$ cat config.mk
export PLATFORM = sky130hd
export DESIGN_NAME = setclr_mode_ctrl
export DESIGN_NICKNAME = d
export VERILOG_FILES = /design/src/rtl/setclr_mode_pkg.sv /design/src/rtl/setclr_decode.sv /design/src/rtl/setclr_bank.sv /design/src/rtl/setclr_sequencer.sv /design/src/rtl/setclr_mode_ctrl.sv
export SDC_FILE = /design/constraint.sdc
export NUM_CORES = 1
export LEC_CHECK = 0
export BUFFER_PORTS_ARGS = -buffer_cell sky130_fd_sc_hd__buf_4
export CELL_PAD_IN_SITES_DETAIL_PLACEMENT = 0
export CELL_PAD_IN_SITES_GLOBAL_PLACEMENT = 1
export CORE_MARGIN = 4
export CORE_UTILIZATION = 32
export DETAILED_ROUTE_END_ITERATION = 7
export GPL_TIMING_DRIVEN = 1
export MAX_ROUTING_LAYER = met4
export PLACE_DENSITY_LB_ADDON = 0.1
export SETUP_SLACK_MARGIN = 0.05
export SLEW_MARGIN = 0
export SYNTH_ARGS = -nofsm -noshare
export SYNTH_HDL_FRONTEND = slang
export SYNTH_HIERARCHICAL = 1
export SYNTH_SLANG_ARGS = --single-unit
$ cat constraint.sdc
create_clock -name clk -period 1.3 [get_ports clk]
set_clock_uncertainty 0.1 [all_clocks]
set_input_delay 0 -clock clk [delete_from_list [all_inputs] [get_ports clk]]
set_output_delay 0 -clock clk [all_outputs]
set_load 0.01 [all_outputs]
$ cat src/rtl/setclr_mode_pkg.sv
package setclr_mode_pkg;
   localparam int unsigned BIT_START = 0;
   localparam int unsigned BIT_EOI   = 1;
   localparam int unsigned BIT_OFFL  = 2;
   localparam int unsigned BIT_LEAVE = 3;
   localparam int unsigned BIT_SWAP  = 4;
   localparam int unsigned BIT_WDRL  = 5;
   localparam int unsigned MIN_BITS  = 6;

   typedef struct packed {
      logic wd_reload;
      logic leave;
      logic eoi;
      logic start;
   } strobe_t;
endpackage

$ cat src/rtl/setclr_decode.sv
module setclr_decode #(
   parameter int unsigned ADDR_W = 8,
   parameter int unsigned DATA_W = 8,
   parameter logic [ADDR_W-1:0] SET_ADDR = 'h08,
   parameter logic [ADDR_W-1:0] CLR_ADDR = 'h09
) (
   input  logic              wr,
   input  logic [ADDR_W-1:0] addr,
   input  logic [DATA_W-1:0] wdata,
   output logic [DATA_W-1:0] set_mask,
   output logic [DATA_W-1:0] clr_mask
);
   if (SET_ADDR == CLR_ADDR) begin : g_addr_clash
      $error("set and clear addresses must differ");
   end

   always_comb begin
      set_mask = '0;
      clr_mask = '0;
      if (wr && addr == SET_ADDR) set_mask = wdata;
      if (wr && addr == CLR_ADDR) clr_mask = wdata;
   end
endmodule

$ cat src/rtl/setclr_bank.sv
module setclr_bank #(
   parameter int unsigned WIDTH = 8,
   parameter logic [WIDTH-1:0] IMPL_MASK = 'h3F
) (
   input  logic             clk,
   input  logic             rst_n,
   input  logic [WIDTH-1:0] set_mask,
   input  logic [WIDTH-1:0] clr_mask,
   input  logic [WIDTH-1:0] done_mask,
   output logic [WIDTH-1:0] q
);
   for (genvar i = 0; i < WIDTH; i++) begin : g_bit
      if (IMPL_MASK[i]) begin : g_impl
         logic bit_q;
         always_ff @(posedge clk or negedge rst_n) begin
            if (!rst_n) bit_q <= 1'b0;
            else        bit_q <= ((bit_q & ~done_mask[i]) | set_mask[i]) & ~clr_mask[i];
         end
         assign q[i] = bit_q;
      end else begin : g_resv
         assign q[i] = 1'b0;
      end
   end
endmodule

$ cat src/rtl/setclr_sequencer.sv
module setclr_sequencer
   import setclr_mode_pkg::*;
#(
   parameter int unsigned WIDTH = 8,
   parameter int unsigned WD_W  = 16
) (
   input  logic             clk,
   input  logic             rst_n,
   input  logic [WIDTH-1:0] mode_q,
   input  logic             busy_i,
   input  logic [WD_W-1:0]  wd_preset_i,
   output logic [WIDTH-1:0] done_mask,
   output logic             online,
   output strobe_t          strobes,
   output logic [WD_W-1:0]  wd_value
);
   logic offl_fire;
   assign offl_fire = mode_q[BIT_OFFL] & ~busy_i;

   always_comb begin
      done_mask            = '0;
      done_mask[BIT_START] = mode_q[BIT_START];
      done_mask[BIT_EOI]   = mode_q[BIT_EOI];
      done_mask[BIT_OFFL]  = mode_q[BIT_START] | offl_fire;
      done_mask[BIT_LEAVE] = mode_q[BIT_LEAVE];
      done_mask[BIT_WDRL]  = mode_q[BIT_WDRL];
   end

   always_ff @(posedge clk or negedge rst_n) begin
      if (!rst_n) begin
         online   <= 1'b0;
         strobes  <= '0;
         wd_value <= '0;
      end else begin
         strobes.start     <= mode_q[BIT_START];
         strobes.eoi       <= mode_q[BIT_EOI];
         strobes.leave     <= mode_q[BIT_LEAVE];
         strobes.wd_reload <= mode_q[BIT_WDRL];
         if (mode_q[BIT_WDRL]) wd_value <= wd_preset_i;
         if (mode_q[BIT_START])  online <= 1'b1;
         else if (offl_fire)     online <= 1'b0;
      end
   end

   p_offline_when_idle_r9: assert property (@(posedge clk) disable iff (!rst_n)
      $fell(online) |-> !$past(busy_i));
endmodule

$ cat src/rtl/setclr_mode_ctrl.sv
module setclr_mode_ctrl
   import setclr_mode_pkg::*;
#(
   parameter int unsigned ADDR_W = 8,
   parameter int unsigned DATA_W = 8,
   parameter int unsigned WD_W   = 16,
   parameter logic [ADDR_W-1:0] SET_ADDR = 'h08,
   parameter logic [ADDR_W-1:0] CLR_ADDR = 'h09
) (
   input  logic              clk,
   input  logic              rst_n,
   input  logic              bus_wr,
   input  logic [ADDR_W-1:0] bus_addr,
   input  logic [DATA_W-1:0] bus_wdata,
   input  logic              busy_i,
   input  logic              cfg_ok_i,
   input  logic [WD_W-1:0]   wd_preset_i,
   output logic [DATA_W-1:0] mode_o,
   output logic              online_o,
   output logic              timer_start_o,
   output logic              eoi_o,
   output logic              leave_master_o,
   output logic              wd_reload_o,
   output logic [WD_W-1:0]   wd_value_o,
   output logic              cfg_swap_o
);
   localparam logic [DATA_W-1:0] IMPL_MASK = DATA_W'((1 << MIN_BITS) - 1);

   if (DATA_W < MIN_BITS) begin : g_narrow
      $error("data width too small for the command bits");
   end

   logic [DATA_W-1:0] set_mask, clr_mask, done_mask, mode_q;
   strobe_t           strobes;

   setclr_decode #(.ADDR_W(ADDR_W), .DATA_W(DATA_W),
                   .SET_ADDR(SET_ADDR), .CLR_ADDR(CLR_ADDR)) u_dec (
      .wr(bus_wr), .addr(bus_addr), .wdata(bus_wdata),
      .set_mask(set_mask), .clr_mask(clr_mask));

   setclr_bank #(.WIDTH(DATA_W), .IMPL_MASK(IMPL_MASK)) u_bank (
      .clk(clk), .rst_n(rst_n), .set_mask(set_mask), .clr_mask(clr_mask),
      .done_mask(done_mask), .q(mode_q));

   setclr_sequencer #(.WIDTH(DATA_W), .WD_W(WD_W)) u_seq (
      .clk(clk), .rst_n(rst_n), .mode_q(mode_q), .busy_i(busy_i),
      .wd_preset_i(wd_preset_i), .done_mask(done_mask), .online(online_o),
      .strobes(strobes), .wd_value(wd_value_o));

   assign mode_o         = mode_q;
   assign timer_start_o  = strobes.start;
   assign eoi_o          = strobes.eoi;
   assign leave_master_o = strobes.leave;
   assign wd_reload_o    = strobes.wd_reload;
   assign cfg_swap_o     = cfg_ok_i & mode_q[BIT_SWAP];

   p_start_goes_online_r5: assert property (@(posedge clk) disable iff (!rst_n)
      timer_start_o |-> online_o);

   p_eoi_self_clears_r6: assert property (@(posedge clk) disable iff (!rst_n)
      (mode_q[BIT_EOI] && !set_mask[BIT_EOI]) |=> !mode_q[BIT_EOI]);

   p_leave_follows_bit_r7: assert property (@(posedge clk) disable iff (!rst_n)
      leave_master_o |-> $past(mode_q[BIT_LEAVE]));

   p_offline_waits_r9: assert property (@(posedge clk) disable iff (!rst_n)
      (mode_q[BIT_OFFL] && busy_i && !mode_q[BIT_START] && !clr_mask[BIT_OFFL])
      |=> (mode_q[BIT_OFFL] && $stable(online_o)));
endmodule

==> Word-level counts from Yosys, hierarchy flattened <==
Index checks and enable logic that the tools add are counted.
{ "totals": {"input_bits": 37, "reg_bits": 27, "latchBits": 0, "romBits": 0, "mem_count": 0, "output_inout_bits": 30, "mem_bits_rw": 0, "elab_cells": 41} }
{ "op_classes": {"shift": 0, "multipliers": 0, "n_reduce_logical": 3, "magnitude_cmp": 0, "n_bitwise": 20, "mux": 4, "addsub": 0, "n_div": 0, "n_eq_ne": 2} }
{ "ops": {"columns": ["op", "count"], "rows": [
  ["equality test 8 x 4 -> 1 bit, second input constant", 2],
  ["two-way mux 6 bit", 2],
  ["AND 1 bit", 9],
  ["NOT 1 bit", 8],
  ["bitwise OR 1 bit", 3],
  ["logical AND 1 bit", 2],
  ["two-way mux 1 bit", 2],
  ["nonzero test 2 bit", 1]
]} }

==> Longest topological paths before layout <==
Gate-level depths: netlist of the first run.
{ "depth": {"word_depth": 7, "depth_mapped": 6, "depth_no_buf": 4} }

==> Modules after synthesis <==
The synthesis of the first run kept the hierarchy.
{ "by_module_without_submodules": {"columns": ["module", "cells_each", "area_each_um2", "n_inst", "seq_area_each_um2"], "rows": [
  ["setclr_sequencer", 50, 850.8, 1, 525.5],
  ["setclr_bank", 33, 371.6, 1, 150.1],
  ["setclr_decode", 33, 231.5, 1, 0.0],
  ["setclr_mode_ctrl", 1, 6.3, 1, 0.0]
]} }

==> Least setup slack after synthesis of the first run <==
Ideal clock, no wire load.
{ "synth_path": {"kind": "in2reg", "from": "in bus_addr[4]", "to": "reg u_bank.g_bit[5].g_impl.bit_q", "path_buffers": 2, "path_slack_ps": -51, "t_required_ps": 1127, "setup_time_ps": 73, "stages": 6, "arrival_ps": 1178, "cell_sequence": "or4_4 -> buf_6 -> buf_6 -> nor4b_4 -> inv_1 -> a21oi_2"} }
{ "synth_between": {"elab_cells_between_ends": 8, "classes_between": "eq/ne: 2; mux: 2; bitwise: 2; reduce/logical: 2"} }
{ "synth_lines": {"columns": ["element", "line_no", "rtl"], "rows": [
  ["from (decl)", "setclr_mode_ctrl.sv:13", "input logic [ADDR_W-1:0] bus_addr,"],
  ["equality test 8 x 4 -> 1 bit", "setclr_decode.sv:20", "if (wr && addr == SET_ADDR) set_mask = wdata;"],
  ["logical AND 1 bit", "setclr_decode.sv:20", null],
  ["two-way mux 6 bit", "setclr_decode.sv:20", null],
  ["net set_mask[5]", "setclr_mode_ctrl.sv:33", "logic [DATA_W-1:0] set_mask, clr_mask, done_mask, mode_q;"],
  ["AND 1 bit", "setclr_bank.sv:17", "else bit_q <= ((bit_q & ~done_mask[i]) | set_mask[i]) & ~clr_mask[i];"],
  ["to (signal assigned)", "setclr_bank.sv:17", null],
  ["to (decl)", "setclr_bank.sv:14", "logic bit_q;"]
]} }
The timed path passes the listed nets, and every way through them passes these cells.
A chain may end at the register's enable or synchronous reset.

==> Worst setup path after layout of the first run <==
{ "layout_path": {"from": "in bus_addr[4]", "to": "reg u_bank.g_bit[0].g_impl.bit_q"} }
{ "layout_between": {"elab_cells_between_ends": 8, "classes_between": "eq/ne: 2; mux: 2; bitwise: 2; reduce/logical: 2"} }
{ "layout_lines": {"columns": ["element", "line_no"], "rows": [
  ["equality test 8 x 4 -> 1 bit", "setclr_decode.sv:20"],
  ["logical AND 1 bit", "setclr_decode.sv:20"],
  ["two-way mux 6 bit", "setclr_decode.sv:20"],
  ["net set_mask[0]", "setclr_mode_ctrl.sv:33"],
  ["AND 1 bit", "setclr_bank.sv:17"],
  ["to (signal assigned)", "setclr_bank.sv:17"],
  ["to (decl)", "setclr_bank.sv:14"]
]} }
The timed path passes the listed nets, and every way through them passes these cells.

==> results.md, run 1 <==
* Max_cap viols at 0
* CTS tree: done
* Peak VDD IR at 0.393 mV
* GP Congestion at 0.678
* Fin. max-slew vios at 0
* Mapped cell area at 0.00139 mm^2
* Die Y-Extent at 74 um
* Die W at 74 um
* Tcrit/Tclk final at 0.900
* Setup violators final at 0
* Via count at 1,004
* CP peak stage delay at 0.62 ns
* N_diodes at 0
* Worst Path Required at 1.40 ns
* Net Sw Frac at 0.270
* Hold Fails Final Rpt at 0
* Cell Int Power at 0.00203 W
* Clock power frac at 0.166
* WP buf/inv at 2
* Leak at 0.969 nW
* DR WL met3 at 199 um
* Area of the multi-input gates at 539 um^2
* PwrDens at 1320 mW/mm^2
* Root buffer cell: clkbuf_8
* Worst-Skew Late Latency at 0.26 ns
* Switching Power at 0.000750 W
* M1 WL at 1.10 mm
* Logic pwr share at 0.392
* Hold crit path type: in -> async
* Max frequency at 854 MHz
* Highest layer used for signal routing: met4
* First-pass GRT wire length at 4.33 mm
* Area of the core at 0.00412 mm^2
* Largest net degree at the start of global routing at 28
* Post-Syn Instances at 108
* Non-Filler Instances at 233
* Fill count at 360
* IO Port Bufs at 62
* Placed cell count at 204
* GR Overflow Total at 0
* Global Route Usage Sum at 0.104
* Final ANT Viol Nets at 0
* CP max FO at 11
* CTS sink cnt at 27
* Via density at 4.31
* RSZ-0062 raised after global routing: false
* Routed WL per cell at 11.8 um
* Final critical-path required period at 1.17 ns
* CTS Buf Count at 3
* H-tree depth at 1
* CP delay by family, top: simple AND/OR/NAND/NOR gates
* Fin nets at 221
* Cells along the critical path: buf_4 -> or4_4 -> nor4b_1 -> inv_1 -> a21oi_2
* Post-CTS setup buffers at 0
* Yosys warnings at 6
* Register area at 676 um^2
* Top-level I/O count at 67
* Status: finished, final reports clean
* Worst setup EP type: flip-flop
* Worst Setup Start Kind: input port
* DIE AREA at 0.00548 mm^2
* DPL Wire Length at 1.95 mm
* Area Overhead vs Synth at 50.9%
* CTS clk-pin slew, worst paths at 0.09 ns
* Pre-CTS WS at -0.149 ns
* Initial antenna violation count at 0
* Arrival @ worst endpoint at 1.27 ns
* Clk buf depth at 2
* DRT Pass-1 Iters at 2
* Setup ws final at 0.130 ns
* DRT iter0 DRCs at 10
* Vias in the first global route at 997
* Starting Density at 0.339
* Total routed wirelength at 2.75 mm
* Rows at 23
* Setup CP Type: in -> reg
* Reg power frac at 0.442
* Average cell area after synthesis at 12.9 um^2
* Met2 Wirelength at 1.41 mm
* DRC viols at 0
* Crit-path slowest cell: or4_4
* Layout cells sized above 1 at 0.546
-- final timing paths --
kind,from,end,slack (ns),depth (start not counted)
setup / recovery,bus_addr[4],u_bank/g_bit[0].g_impl.bit_q,0.13,5
hold / removal,rst_n,u_seq/wd_value[12],0.08,2
setup reg to reg,u_bank/g_bit[5].g_impl.bit_q,u_seq/wd_value[15],0.17,2
hold reg to reg,u_seq/online,u_seq/online,0.39,1
max in group asynchronous,rst_n,u_bank/g_bit[0].g_impl.bit_q,0.77,2
min in group clk,bus_addr[1],u_bank/g_bit[4].g_impl.bit_q,0.10,5
-- layout by cell type, fill, tap and decap left out, drive strengths merged --
cell	count
or4	1
dfrtp	27
conb	3
nand2b	8
nand2	6
a21oi	6
mux2	16
dlygate4sd3	25
and2	1
inv	6
a21o	1
nor4b	6
buf	66
nor3	6
clkbuf	4
nand4bb	1
-- flip-flops by register name, indices dropped and copies added (netlist names) --
register                   cells
u_seq/wd_value                16
u_bank/g_bit.g_impl.bit_q      6
u_seq/strobes                  4
u_seq/online                   1
-- final cells by class --
cell class                      count  area share
Tap cell                           50      0.0297
Inverter                            6      0.0107
Multi-Input combinational cell     55       0.256
Sequential cell                    27       0.321
Timing Repair Buffer               91       0.360
Clock buffer                        4      0.0214
-- per-layer routing --
layer,up-vias,GRT usage
met4,0,0.0483
met5,-,-
met3,2,0.0162
li1,488,-
met1,476,0.111
met2,38,0.186
-- power by group through the flow --
stage | registers (W) | logic, W | clock network [W]
global route | 0.00127 | 0.00117 | 0.000521
global placement | 0.00124 | 0.00103 | 0
floorplan | 0.00136 | 0.000402 | 0
CTS | 0.00123 | 0.00111 | 0.000494
detailed placement | 0.00125 | 0.00104 | 0
finish | 0.00123 | 0.00109 | 0.000461
-- what timing repair did --
| action | 4_1_cts | 5_1_grt |
|---|---|---|
| endpoints found under the hold margin | 50 | 0 |
| gates resized for setup | 0 | 1 |
| endpoints found under the setup margin | 0 | 1 |
| hold buffers | 25 | 0 |
-- through the flow --
step	instance area, um^2	power, W	TNS, ns	utilization	hold WS (ns)
after global routing	2100	0.00296	0	0.511	0.105
after detailed placement	1800	0.00229	-0.618	0.438	-0.159
after CTS	2100	0.00283	0	0.510	0.0856
after global placement	1800	0.00227	-0.479	0.438	-0.165
after floorplan	1400	0.00176	-0.0659	-	-0.396
final	2100	0.00278	0	0.511	0.0771
Note: power is estimated with default switching activity, not from simulation.
==> inputs of run 2 (changes only) <==
Settings changed: CORE_UTILIZATION 32 to 28, SYNTH_HIERARCHICAL 1 to not set.
==> run 2 against run 1 <==
Via count decreased by 19%. Highest routed layer unchanged. Sequential share of layout area increased by 4.0 points. Worst hold slack worse by 0.014 ns. Critical endpoint is now u_bank.g_bit[0].g_impl.bit_q. Final cell count shrank 13%. Die area shrank 11%. Non-clock buffer count shrank 2. Synthesized cell count shrank 35%. Register-to-register slack better by 0.03 ns. Setup slack got worse by 0.015 ns. Clock power grew 2%. Design area decreased by 11%. Area after synthesis down 23%.
==> results.md, run 2 <==
* Fin nets at 192
* Peak VDD IR at 0.365 mV
* Die Y-Extent at 70.0 um
* Setup CP Type: in -> reg
* DRC viols at 0
* Main synth FF type: dfrtp_1
* Ys async rst share at 1.00
* H-tree depth at 1
* Global Route Usage Sum at 0.106
* #FFs+latches synth at 27
* Commonest cells after routing, fill and taps aside: buf_4 (59), dlygate4sd3_1 (29), dfrtp_1 (27), mux2_2 (16)
* Area Overhead vs Synth at 74.2%
* CP peak stage delay at 0.58 ns
* First-pass GRT wire length at 4.02 mm
* GR Overflow Total at 0
* Arrival @ worst endpoint at 1.30 ns
* Vias in the first global route at 895
* Hold Fails Final Rpt at 0
* DIE AREA at 0.00489 mm^2
* Top-level I/O count at 67
* Worst setup EP type: flip-flop
* DRT iter0 DRCs at 12
* Setup TNS at 0 ns
* Top cell type's share of synthesized area at 0.629
* EDFF count, synth at 0
* CTS sink cnt at 27
* Tcrit/Tclk final at 0.912
* Clk buf depth at 2
* CTS Buf Count at 3
* Number of flip-flops in the largest register at 16
* Mapped cell area at 0.00107 mm^2
* Yosys warnings at 0
* Max frequency at 844 MHz
* Largest regs: u_seq.wd_value (16), u_bank.g_bit.g_impl.bit_q (6), u_seq.strobes (4)
* Via count at 816
* Post-Syn Instances at 70
* Worst-Skew Late Latency at 0.26 ns
* GP Congestion at 0.727
* Total routed wirelength at 2.44 mm
* Root buffer cell: clkbuf_8
* Via density at 4.04
* Status: finished, final reports clean
* Initial antenna violation count at 0
* Max_cap viols at 0
* Netlist cell types at 14
* Final critical-path required period at 1.19 ns
* Most frequent cells after synthesis: dfrtp_1 (27), mux2_2 (16), buf_4 (9)
* Finished Core Util at 0.507
* Fill count at 328
* Routed WL per cell at 12.1 um
* Average cell area after synthesis at 15.4 um^2
* Hold depth at 4
* RSZ-0062 raised after global routing: false
* Worst Path Required at 1.41 ns
* Starting Density at 0.291
* Largest Register: u_seq.wd_value
* Crit-path slowest cell: dlygate4sd3_1
* Leak at 1.00 nW
* Count leader, synth: dfrtp_1
* N_diodes at 0
* Rows at 22
* DPL Wire Length at 1.70 mm
* DRT Pass-1 Iters at 2
* CP max FO at 4
* Commonest non-fill, non-tap cell in the layout: buf_4
* Sequential area share after synthesis at 0.629
* PwrDens at 832 mW/mm^2
* Largest net degree at the start of global routing at 28
* Hold crit path type: in -> reg
* Post-synth top area cell: dfrtp_1
* Cells along the critical path: dlygate4sd3_1 -> nor4b_4 -> and3b_2 -> and2_4
* Die W at 70.0 um
* FF-to-FF path depth at 2
* Layout cells sized above 1 at 0.552
* Fin. max-slew vios at 0
* CTS clk-pin slew, worst paths at 0.09 ns
* Synth area leaders: dfrtp_1 (63%), mux2_2 (17%), buf_4 (6.3%)
* CTS tree: done
* IO Port Bufs at 62
* Worst Setup Start Kind: input port
* Total Power at 0.00156 W
* Area of the core at 0.00369 mm^2
* Setup violators final at 0
* Final ANT Viol Nets at 0
-- run 2: power by group --
part           total [W]  switching [W]  internal, W
registers       0.000864     0.00000821     0.000855
clock network   0.000470       0.000255     0.000214
logic           0.000224      0.0000699     0.000154
total            0.00156       0.000333      0.00122
-- run 2: final timing paths --
path | slack, ns | endpoint | startpoint
hold / removal | 0.06 | u_bank.g_bit[4].g_impl.bit_q | bus_addr[3]
max in group asynchronous | 0.76 | u_seq.online | rst_n
hold reg to reg | 0.29 | u_seq.strobes[1] | u_bank.g_bit[1].g_impl.bit_q
min in group asynchronous | 0.09 | u_seq.wd_value[2] | rst_n
setup reg to reg | 0.20 | u_seq.wd_value[1] | u_bank.g_bit[5].g_impl.bit_q
setup / recovery | 0.11 | u_bank.g_bit[0].g_impl.bit_q | bus_addr[5]
-- run 2: stage by stage --
stage / instance area [um^2] / setup WS [ns] / cells / hold slack, ns
6_report: 1870 / 0.115 / 202 / 0.0627
3_5_place_dp: 1550 / 0.203 / 172 / -0.164
3_3_place_gp: 1550 / 0.224 / 172 / -0.170
5_1_grt: 1870 / 0.0725 / 202 / 0.0590
2_1_floorplan: 1080 / 0.0689 / 71 / -0.396
4_1_cts: 1890 / 0.0685 / 205 / 0.0523
-- run 2: final cells by class --
type / count / area, um^2 / area share
Timing Repair Buffer: 89 / 753 / 0.402
Sequential cell: 27 / 676 / 0.361
Multi-Input combinational cell: 33 / 333 / 0.178
Tap cell: 48 / 60.1 / 0.0321
Clock buffer: 3 / 41.3 / 0.0221
Clock inverter: 1 / 5.00 / 0.00267
Inverter: 1 / 3.75 / 0.00201
-- run 2: layer usage --
layer,vias to the layer above,track usage,wire length [um]
li1,391,-,-
met3,2,0.0187,171
met4,0,0.0574,36
met2,40,0.189,1250
met5,-,-,0
met1,383,0.110,978
-- run 2: repair_timing --
item / 4_1_cts / 5_1_grt
hold buffers: 29 / 0
gates resized for setup: 0 / 3
buffers inserted: 0 / 0
endpoints found under the hold margin: 50 / 0
setup endpoints to repair: 0 / 5
-- run 2: cell families (layout without fill, tap and decap cells) --
family                 count (synthesis)  in the layout  share of synthesized area
and+or+nand+nor                       12             12                      0.104
buffers and inverters                 11             94                     0.0710
other                                  1              2                    0.00349
muxes                                 18             18                      0.186
AOI/OAI and AO/OA                      1              1                    0.00699
DFF                                   27             27                      0.629
-- run 2: worst max-delay path, delay by kind of cell --
kind / cells / cell delay (ns)
simple gates: 3 / 0.72
buf+inv: 1 / 0.58
